===== src/rtl/sync_tx_eom.sv =====
module sync_tx_eom #(
  parameter int CHAR_W = 8,
  parameter int CRC_W = 16,
  parameter logic [CRC_W-1:0] CRC_POLY = 16'h8005,
  parameter logic [CHAR_W-1:0] SYNC_INIT = 8'h16
) (
  input  logic              clk,
  input  logic              rst_n,
  input  logic              tx_en,
  input  logic              bit_en,
  input  logic              wr_valid,
  input  logic [CHAR_W-1:0] wr_data,
  input  logic              sync_wr,
  input  logic [CHAR_W-1:0] sync_data,
  input  logic              eom_clear,
  input  logic              irq_ack,
  output logic              txd,
  output logic              buffer_empty,
  output logic              eom_flag,
  output logic              irq
);

  localparam int CNT_W = (CHAR_W > 1) ? $clog2(CHAR_W) : 1;
  localparam logic [CNT_W-1:0] LAST_BIT = CNT_W'(CHAR_W - 1);

  typedef enum logic [2:0] {
    PICK_NONE, PICK_CRC_LO, PICK_END_SYNC, PICK_DATA, PICK_CRC_HI, PICK_FILL
  } pick_t;

  logic [CHAR_W-1:0] hold_q, shift_q, sync_q;
  logic              hold_full, running, crc_busy, crc_lo_next, msg_open;
  logic [CNT_W-1:0]  bit_cnt;
  logic [CRC_W-1:0]  crc_q;
  logic              eom_q, irq_q;
  logic              slot;
  pick_t             pick;
  logic              eom_set, irq_set, fill_sync;

  function automatic logic [CRC_W-1:0] crc_next(input logic [CRC_W-1:0] c,
                                                input logic [CHAR_W-1:0] d);
    logic [CRC_W-1:0] r;
    r = c;
    for (int i = CHAR_W - 1; i >= 0; i--) begin
      if (r[CRC_W-1] ^ d[i]) r = (r << 1) ^ CRC_POLY;
      else                   r = r << 1;
    end
    return r;
  endfunction

  assign slot = tx_en && (running ? (bit_en && bit_cnt == LAST_BIT) : 1'b1);

  always_comb begin
    pick = PICK_NONE;
    if (slot) begin
      if (crc_busy && !crc_lo_next)  pick = PICK_CRC_LO;
      else if (crc_busy)             pick = PICK_END_SYNC;
      else if (hold_full)            pick = PICK_DATA;
      else if (!eom_q && msg_open)   pick = PICK_CRC_HI;
      else                           pick = PICK_FILL;
    end
  end

  assign fill_sync = (pick == PICK_FILL) || (pick == PICK_END_SYNC);
  assign eom_set   = !eom_q && ((pick == PICK_CRC_HI) || (pick == PICK_FILL));
  assign irq_set   = eom_set || (pick == PICK_END_SYNC);

  always_ff @(posedge clk) begin
    if (!rst_n) begin
      running     <= 1'b0;
      bit_cnt     <= '0;
      shift_q     <= '0;
      crc_busy    <= 1'b0;
      crc_lo_next <= 1'b0;
      msg_open    <= 1'b0;
      crc_q       <= '0;
    end else if (!tx_en) begin
      running     <= 1'b0;
      bit_cnt     <= '0;
      crc_busy    <= 1'b0;
      crc_lo_next <= 1'b0;
    end else if (slot) begin
      running <= 1'b1;
      bit_cnt <= '0;
      case (pick)
        PICK_CRC_LO: begin
          shift_q     <= crc_q[CHAR_W-1:0];
          crc_lo_next <= 1'b1;
        end
        PICK_END_SYNC: begin
          shift_q     <= sync_q;
          crc_busy    <= 1'b0;
          crc_lo_next <= 1'b0;
        end
        PICK_DATA: begin
          shift_q  <= hold_q;
          crc_q    <= crc_next(msg_open ? crc_q : '0, hold_q);
          msg_open <= 1'b1;
        end
        PICK_CRC_HI: begin
          shift_q  <= crc_q[CRC_W-1:CRC_W-CHAR_W];
          crc_busy <= 1'b1;
          msg_open <= 1'b0;
        end
        default: shift_q <= sync_q;
      endcase
    end else if (running && bit_en) begin
      shift_q <= {shift_q[CHAR_W-2:0], 1'b0};
      bit_cnt <= bit_cnt + 1'b1;
    end
  end

  always_ff @(posedge clk) begin
    if (!rst_n) begin
      hold_full <= 1'b0;
      hold_q    <= '0;
    end else if (pick == PICK_DATA) begin
      hold_full <= 1'b0;
    end else if (wr_valid && !hold_full) begin
      hold_full <= 1'b1;
      hold_q    <= wr_data;
    end
  end

  always_ff @(posedge clk) begin
    if (!rst_n) begin
      sync_q <= SYNC_INIT;
      eom_q  <= 1'b1;
      irq_q  <= 1'b0;
    end else begin
      if (sync_wr) sync_q <= sync_data;
      if (eom_set)        eom_q <= 1'b1;
      else if (eom_clear) eom_q <= 1'b0;
      if (irq_set)        irq_q <= 1'b1;
      else if (irq_ack)   irq_q <= 1'b0;
    end
  end

  assign txd          = running ? shift_q[CHAR_W-1] : 1'b1;
  assign buffer_empty = !hold_full && !crc_busy;
  assign eom_flag     = eom_q;
  assign irq          = irq_q;

  a_r2_idle_when_off: assert property (@(posedge clk) disable iff (!rst_n)
    !tx_en |=> txd);
  a_r4_txd_steady: assert property (@(posedge clk) disable iff (!rst_n)
    ($past(running) && running && !$past(bit_en)) |-> $stable(txd));
  a_r5_fill_keeps_crc: assert property (@(posedge clk) disable iff (!rst_n)
    fill_sync |=> $stable(crc_q));
  a_r8_irq_on_eom_rise: assert property (@(posedge clk) disable iff (!rst_n)
    $rose(eom_flag) |-> irq);
  a_r8_irq_holds: assert property (@(posedge clk) disable iff (!rst_n)
    (irq && !irq_ack) |=> irq);
  a_r11_clear_takes: assert property (@(posedge clk) disable iff (!rst_n)
    (eom_clear && !eom_set) |=> !eom_flag);
  a_r7_crc_not_empty: assert property (@(posedge clk) disable iff (!rst_n)
    (pick == PICK_CRC_HI) |=> (!buffer_empty && eom_flag));

endmodule


===== config.mk =====
export PLATFORM = sky130hd
export DESIGN_NAME = sync_tx_eom
export DESIGN_NICKNAME = d
export VERILOG_FILES = /design/src/rtl/sync_tx_eom.sv
export SDC_FILE = /design/constraint.sdc
export NUM_CORES = 1
export LEC_CHECK = 0
export ABC_AREA = 1
export CAP_MARGIN = 5
export CORE_UTILIZATION = 58
export CTS_BUF_LIST = sky130_fd_sc_hd__clkbuf_8
export CTS_CLUSTER_DIAMETER = 30
export DETAILED_ROUTE_END_ITERATION = 16
export PLACE_DENSITY = 0.82
export SKIP_CTS_REPAIR_TIMING = 1
export SYNTH_ARGS = -nofsm -noshare
export SYNTH_HDL_FRONTEND = slang
export SYNTH_SLANG_ARGS = --single-unit

===== constraint.sdc =====
create_clock -name clk -period 2.4 [get_ports clk]
set_input_delay 0.48 -clock clk [delete_from_list [all_inputs] [get_ports clk]]
set_output_delay 0.48 -clock clk [all_outputs]
set_load 0.1 [all_outputs]

* After elaboration in Yosys (flattened, before gate mapping)
Cells that the tools add are included.
** Storage, ports and cells
- Flip-flop bits (word level) :: 50
- Input bits :: 24
- Output and inout bits :: 4
- Word-level logic and storage cells :: 119
** Operators by class
- Add/subtract/negate cells :: 1
- Equal/unequal tests :: 6
- Multiplexer cells :: 52
- Bitwise gates (word level) :: 19
- Reduce and logical (&&, ||, !) cells :: 29
** Operators with widths (count)
- $mux W16 :: 37
- $not A3 Y3 :: 8
- $pmux W8 S3 :: 1
- $mux W8 :: 2
- $mux W3 :: 4
- $reduce_and A2 Y1 :: 5
- $reduce_bool A2 Y1 :: 5
- $eq A3 B3 Y1 const B :: 3
- $logic_and A1 B1 Y1 :: 8
- $xor A1 B1 Y1 :: 8
- $eq A3 B2 Y1 const B :: 2
- $pmux W1 S2 :: 3
- $reduce_and A3 Y1 :: 2
- $mux W1 :: 5
- $logic_not A1 Y1 :: 4
- $reduce_or A2 Y1 :: 2
- $add A3 B1 Y3 const B :: 1
- $eq A3 B1 Y1 const B :: 1
- $not A1 Y1 :: 3
- $reduce_or A3 Y1 :: 1
- $logic_or A1 B1 Y1 :: 2

* Depth between registers and ports, before layout
- Depth in word-level cells :: 50
- Gate-level depth with buffers :: 16
- Mapped depth without buffers :: 16

* Least setup slack after synthesis
Ideal clock, no wire load.
- Kind :: register to register
- From :: reg crc_busy
- To :: reg shift_q[6]
- Library setup time :: 0.124 ns
- Arrival time :: 2.627 ns
- Data required time :: 2.276 ns
- Setup slack :: -0.351 ns
- Stages on the path, launching flop included :: 10
- Path buffers :: 1
- Period minus slack after synthesis :: 2.751 ns
- Cell sequence :: dfxtp_1 -> nor2_1 -> nand2_1 -> nand3_2 -> nor2_4 -> inv_2 -> buf_2 -> o22ai_1 -> a21oi_1 -> a31oi_1
** On the way
- Word-level cells in the longest chain between the ends :: 6
- Elaborated cells between the ends (all ways) :: 9
- Those cells by class :: eq/ne (3); mux (5); reduce/logical (1)
** Ends and longest elaborated chain
- start: declaration :: RTL line 31 : logic hold_full, running, crc_busy, crc_lo_next, msg_open;
- start signal: assignment :: RTL line 72 : crc_busy <= 1'b0;
- start signal: assignment :: RTL line 79 : crc_busy <= 1'b0;
- start signal: assignment :: RTL line 91 : crc_busy <= 1'b0;
- $mux W3 / $logic_and A1 B1 Y1 (equally long branches) :: RTL line 56, 55
- $mux W3 (*) :: RTL line 55 : if (crc_busy && !crc_lo_next) pick = PICK_CRC_LO;
- $mux W3 (*) :: RTL line 54 : if (slot) begin
- $eq A3 B3 Y1 (tied with other cells) :: RTL line 84 : case (pick)
- $pmux W8 S3 (*) :: RTL line 84
- $mux W8 (*) :: RTL line 81 : end else if (slot) begin
- end signal: assignment :: RTL line 86 : shift_q <= crc_q[CHAR_W-1:0];
- end signal: assignment :: RTL line 90 : shift_q <= sync_q;
- end signal: assignment :: RTL line 95 : shift_q <= hold_q;
- end: declaration :: RTL line 30 : logic [CHAR_W-1:0] hold_q, shift_q, sync_q;
Mark *: on every way between the ends. The rest lies on a longest branch, timed or not.
A chain may end at the register's enable or synchronous reset.

* Worst setup path in the final report
- From :: reg bit_cnt[0]
- To :: reg shift_q[0]
** On the way
- Word-level cells in the longest chain between the ends :: 8
- Elaborated cells between the ends (all ways) :: 12
- Those cells by class :: eq/ne (4); mux (4); reduce/logical (4)
** Ends and longest elaborated chain
- start: declaration :: RTL line 32 : logic [CNT_W-1:0] bit_cnt;
- start signal: assignment :: RTL line 108 : bit_cnt <= bit_cnt + 1'b1;
- $eq A3 B3 Y1 (*) :: RTL line 50 : assign slot = tx_en && (running ? (bit_en && bit_cnt == LAST_BIT) : 1'b1);
- $logic_and A1 B1 Y1 (*) :: RTL line 50
- $mux W1 (*) :: RTL line 50
- $logic_and A1 B1 Y1 (*) :: RTL line 50
- $mux W3 :: RTL line 54
- $eq A3 B3 Y1 (tied with other cells) :: RTL line 84
- $pmux W8 S3 :: RTL line 84
- $mux W8 :: RTL line 81
Marked as above.

==> impl_metrics.ini <==
[sta]
max_freq_ghz = 0.471
finalHoldViolations = 0
finalCriticalPeriod_ns = 2.13
setup_violations = 0
grt_setup_unrepaired = no
finClkSkew_ns = 0.00663
period_share_pct = 88.6
slew_headroom_pct = 70.9
slew_violations = 0
fin_setup_tns_ns = 0
tightest_slew_ns = 0.437

[floorplan]
start_util_pct = 60.2
io-pin-count = 28
rows = 23
die_w_um = 66.4
die_h_um = 66.4
die_area_mm2 = 0.00441
core_mm2 = 0.00400

[clock_network]
cts_tree = done
cts_max_level = 2
cts_max_path_buffers = 2
insertion_delay_ns = 0.30
cts.sinks = 50
clkTransAtPathRegs_ns = 0.09
cts_buffers = 5
cts-root-buf = clkbuf_8

[synth]
synth_ff_type = dfxtp_1
netlist_instances = 331
netlist_top_cells_area = dfxtp_1 42%, nand2_1 10%, a21oi_1 5.6%
synthesis.nets = 357
yosys_warnings = 0
ys_types = 34
synth_most_common_cell = nand2_1
ys_ff_latch = 50
syn_area_mm2 = 0.00241
synth-edff-count = 0
synth.yosys.seq_area_share_pct = 41.6
syn_avg_cell_area_um2 = 7.27
synthArstFlopShare_pct = 0
yosys.area.top_type = dfxtp_1
synth_top_area_share_pct = 41.6
yosys-top-cells-count = 64 x nand2_1, 50 x dfxtp_1, 33 x inv_1, 30 x nor2_1, 27 x a21oi_1

[power_and_ir_drop]
leakagePower_uw = 0.00114
power_density_mw_per_mm2 = 639
peakVddDrop_mv = 0.411

[critical_path]
cp_slowest_stage_delay_ns = 0.33
arrival_ns = 2.36
crit_path_top_delay_cell = dfxtp_1
cp-start-kind = flop
critPathKind = reg -> reg
path_delay_family = simple AND/OR/NAND/NOR gates
end_kind = flop
r2r-start = bit_cnt[0]$_SDFFE_PP0P_
r2r_cells = 15
cpMostUsedCell = nand2_1
critical_path_buf_inv_count = 3
worst-path-stages = 15
cp.required_ns = 2.63
ff2ff_setup_slack_ns = 0.27
r2r-end = shift_q[0]$_SDFFE_PN0P_
cp_cell_sequence = ha_1, ha_1, nand2_1, nand2_1, nand2_2, clkinv_2, nand2_1, nor2_4, inv_2, nand3_1, inv_2, nand2_1, o2111ai_1, nand2_1, a21oi_1
crit_fanout = 17

[route]
wirelength_um = 5350
drt-pass1-iter-count = 5
drc_errors = 0
viasPerCell = 5.50
vias = 2257
first_iter_violations = 121
ant_nets = 0
drt-wirelength-per-cell_um = 13.1

[min_path]
whs_path_depth = 2
hold_path_class = reg -> reg
whs_endpoint = sync_q[1]$_SDFFE_PN1P_
hp-start = sync_q[1]$_SDFFE_PN1P_

[global_route]
grt_start_max_net_pins = 24
antenna_found_initial = 0
grt_usage_pct = 27.1
grt_pass1_wl_um = 8980
grt_pass1_vias = 2062
globalRoute.totalOverflow = 0

[final_layout]
layout.nets = 385
syn2layout_area_growth_pct = 17.3
layout-drive-gt1-share_pct = 10.0
antennaDiodeCount = 0
design_area_mm2 = 0.00282

[placed_design]
gp_congestion = 0.861
port_buffers = 27
dp_hpwl_um = 4010
postPlaceCellArea_mm2 = 0.00271

[status]
outcome = completed

[run]
maxCapViolations = 0
[final cells by class]
class,count,area (um^2)
clock inverter,3,41.3
inverter,40,151
fill,338,1180
tap,50,62.6
clock buffer,5,68.8
multi-input combinational,230,1200
sequential,50,1000
timing repair buffer,32,298
[worst max path at each step]
stage | startpoint | to | slack (ns)
floorplan | crc_busy$_SDFFE_PN0P_ | shift_q[6]$_SDFFE_PN0P_ | 0.20
global placement | bit_en | shift_q[0]$_SDFFE_PN0P_ | 0.14
detailed placement | bit_en | shift_q[0]$_SDFFE_PN0P_ | 0.03
CTS | bit_cnt[0]$_SDFFE_PP0P_ | shift_q[0]$_SDFFE_PN0P_ | 0.27
global route | bit_cnt[0]$_SDFFE_PP0P_ | shift_q[0]$_SDFFE_PN0P_ | 0.06
finish | bit_cnt[0]$_SDFFE_PP0P_ | shift_q[0]$_SDFFE_PN0P_ | 0.27
[sequential cells by signal, indices dropped and copies added (netlist names)]
| register | flops |
|---|---|
| crc_busy | 1 |
| msg_open | 1 |
| hold_q | 8 |
| running | 1 |
| bit_cnt | 3 |
| hold_full | 1 |
| crc_q | 16 |
| irq | 1 |
| sync_q | 8 |
| eom_flag | 1 |
| crc_lo_next | 1 |
| shift_q | 8 |
[cell usage in the layout, fill, tap and decap left out, types with 7 or more instances in the layout]
| master | synthesis | final |
|---|---|---|
| nand3_1 | 22 | 22 |
| dfxtp_1 | 50 | 50 |
| a31oi_1 | 7 | 7 |
| inv_1 | 33 | 34 |
| nor2_1 | 30 | 29 |
| o221ai_1 | 7 | 7 |
| nand2_1 | 64 | 64 |
| a21oi_1 | 27 | 27 |
| buf_4 | 1 | 9 |
| o21ai_0 | 25 | 25 |
| clkdlybuf4s50_1 | 0 | 23 |
| nand2_2 | 8 | 8 |
[metrics by stage]
step                total power, uW  hold slack, ns  setup slack [ns]  cells  util, %
floorplan                      1140           0.429             0.200    331        -
global placement               1230           0.441             0.135    402     67.8
detailed placement             1240           0.444            0.0286    402     67.8
CTS                            1810           0.467             0.272    410     70.6
global route                   1900           0.492            0.0602    410     70.6
finish                         1810           0.464             0.275    410     70.6
[cells by family (layout without fill, tap and decap cells)]
group,after synthesis,in the layout,share of synthesized area (%)
compound gates,81,81,19.5
xor+xnor,11,11,4.31
fa+ha+maj,2,2,1.04
buf+inv,51,80,8.63
flops,50,50,41.6
simple gates,136,136,24.9
[metal layers]
metal  GRT usage [%]  up-vias  part of all wire (%)
li1                -     1159                     -
met1            34.2     1009                    44
met2            44.9       75                    47
met3            5.69       14                   6.4
met4            10.6        0                   2.3
met5               0        -                     0
[power by group]
| part | switching (uW) | internal [uW] |
|---|---|---|
| logic | 205 | 120 |
| clock network | 273 | 307 |
| registers | 26.6 | 874 |
[worst min-delay path: stages, from the launching register on]
cell and delay, ns:
dfxtp_1 0.34, nand2_1 0.05, nand3_1 0.05
No activity file was read; power rests on OpenSTA's default activity.
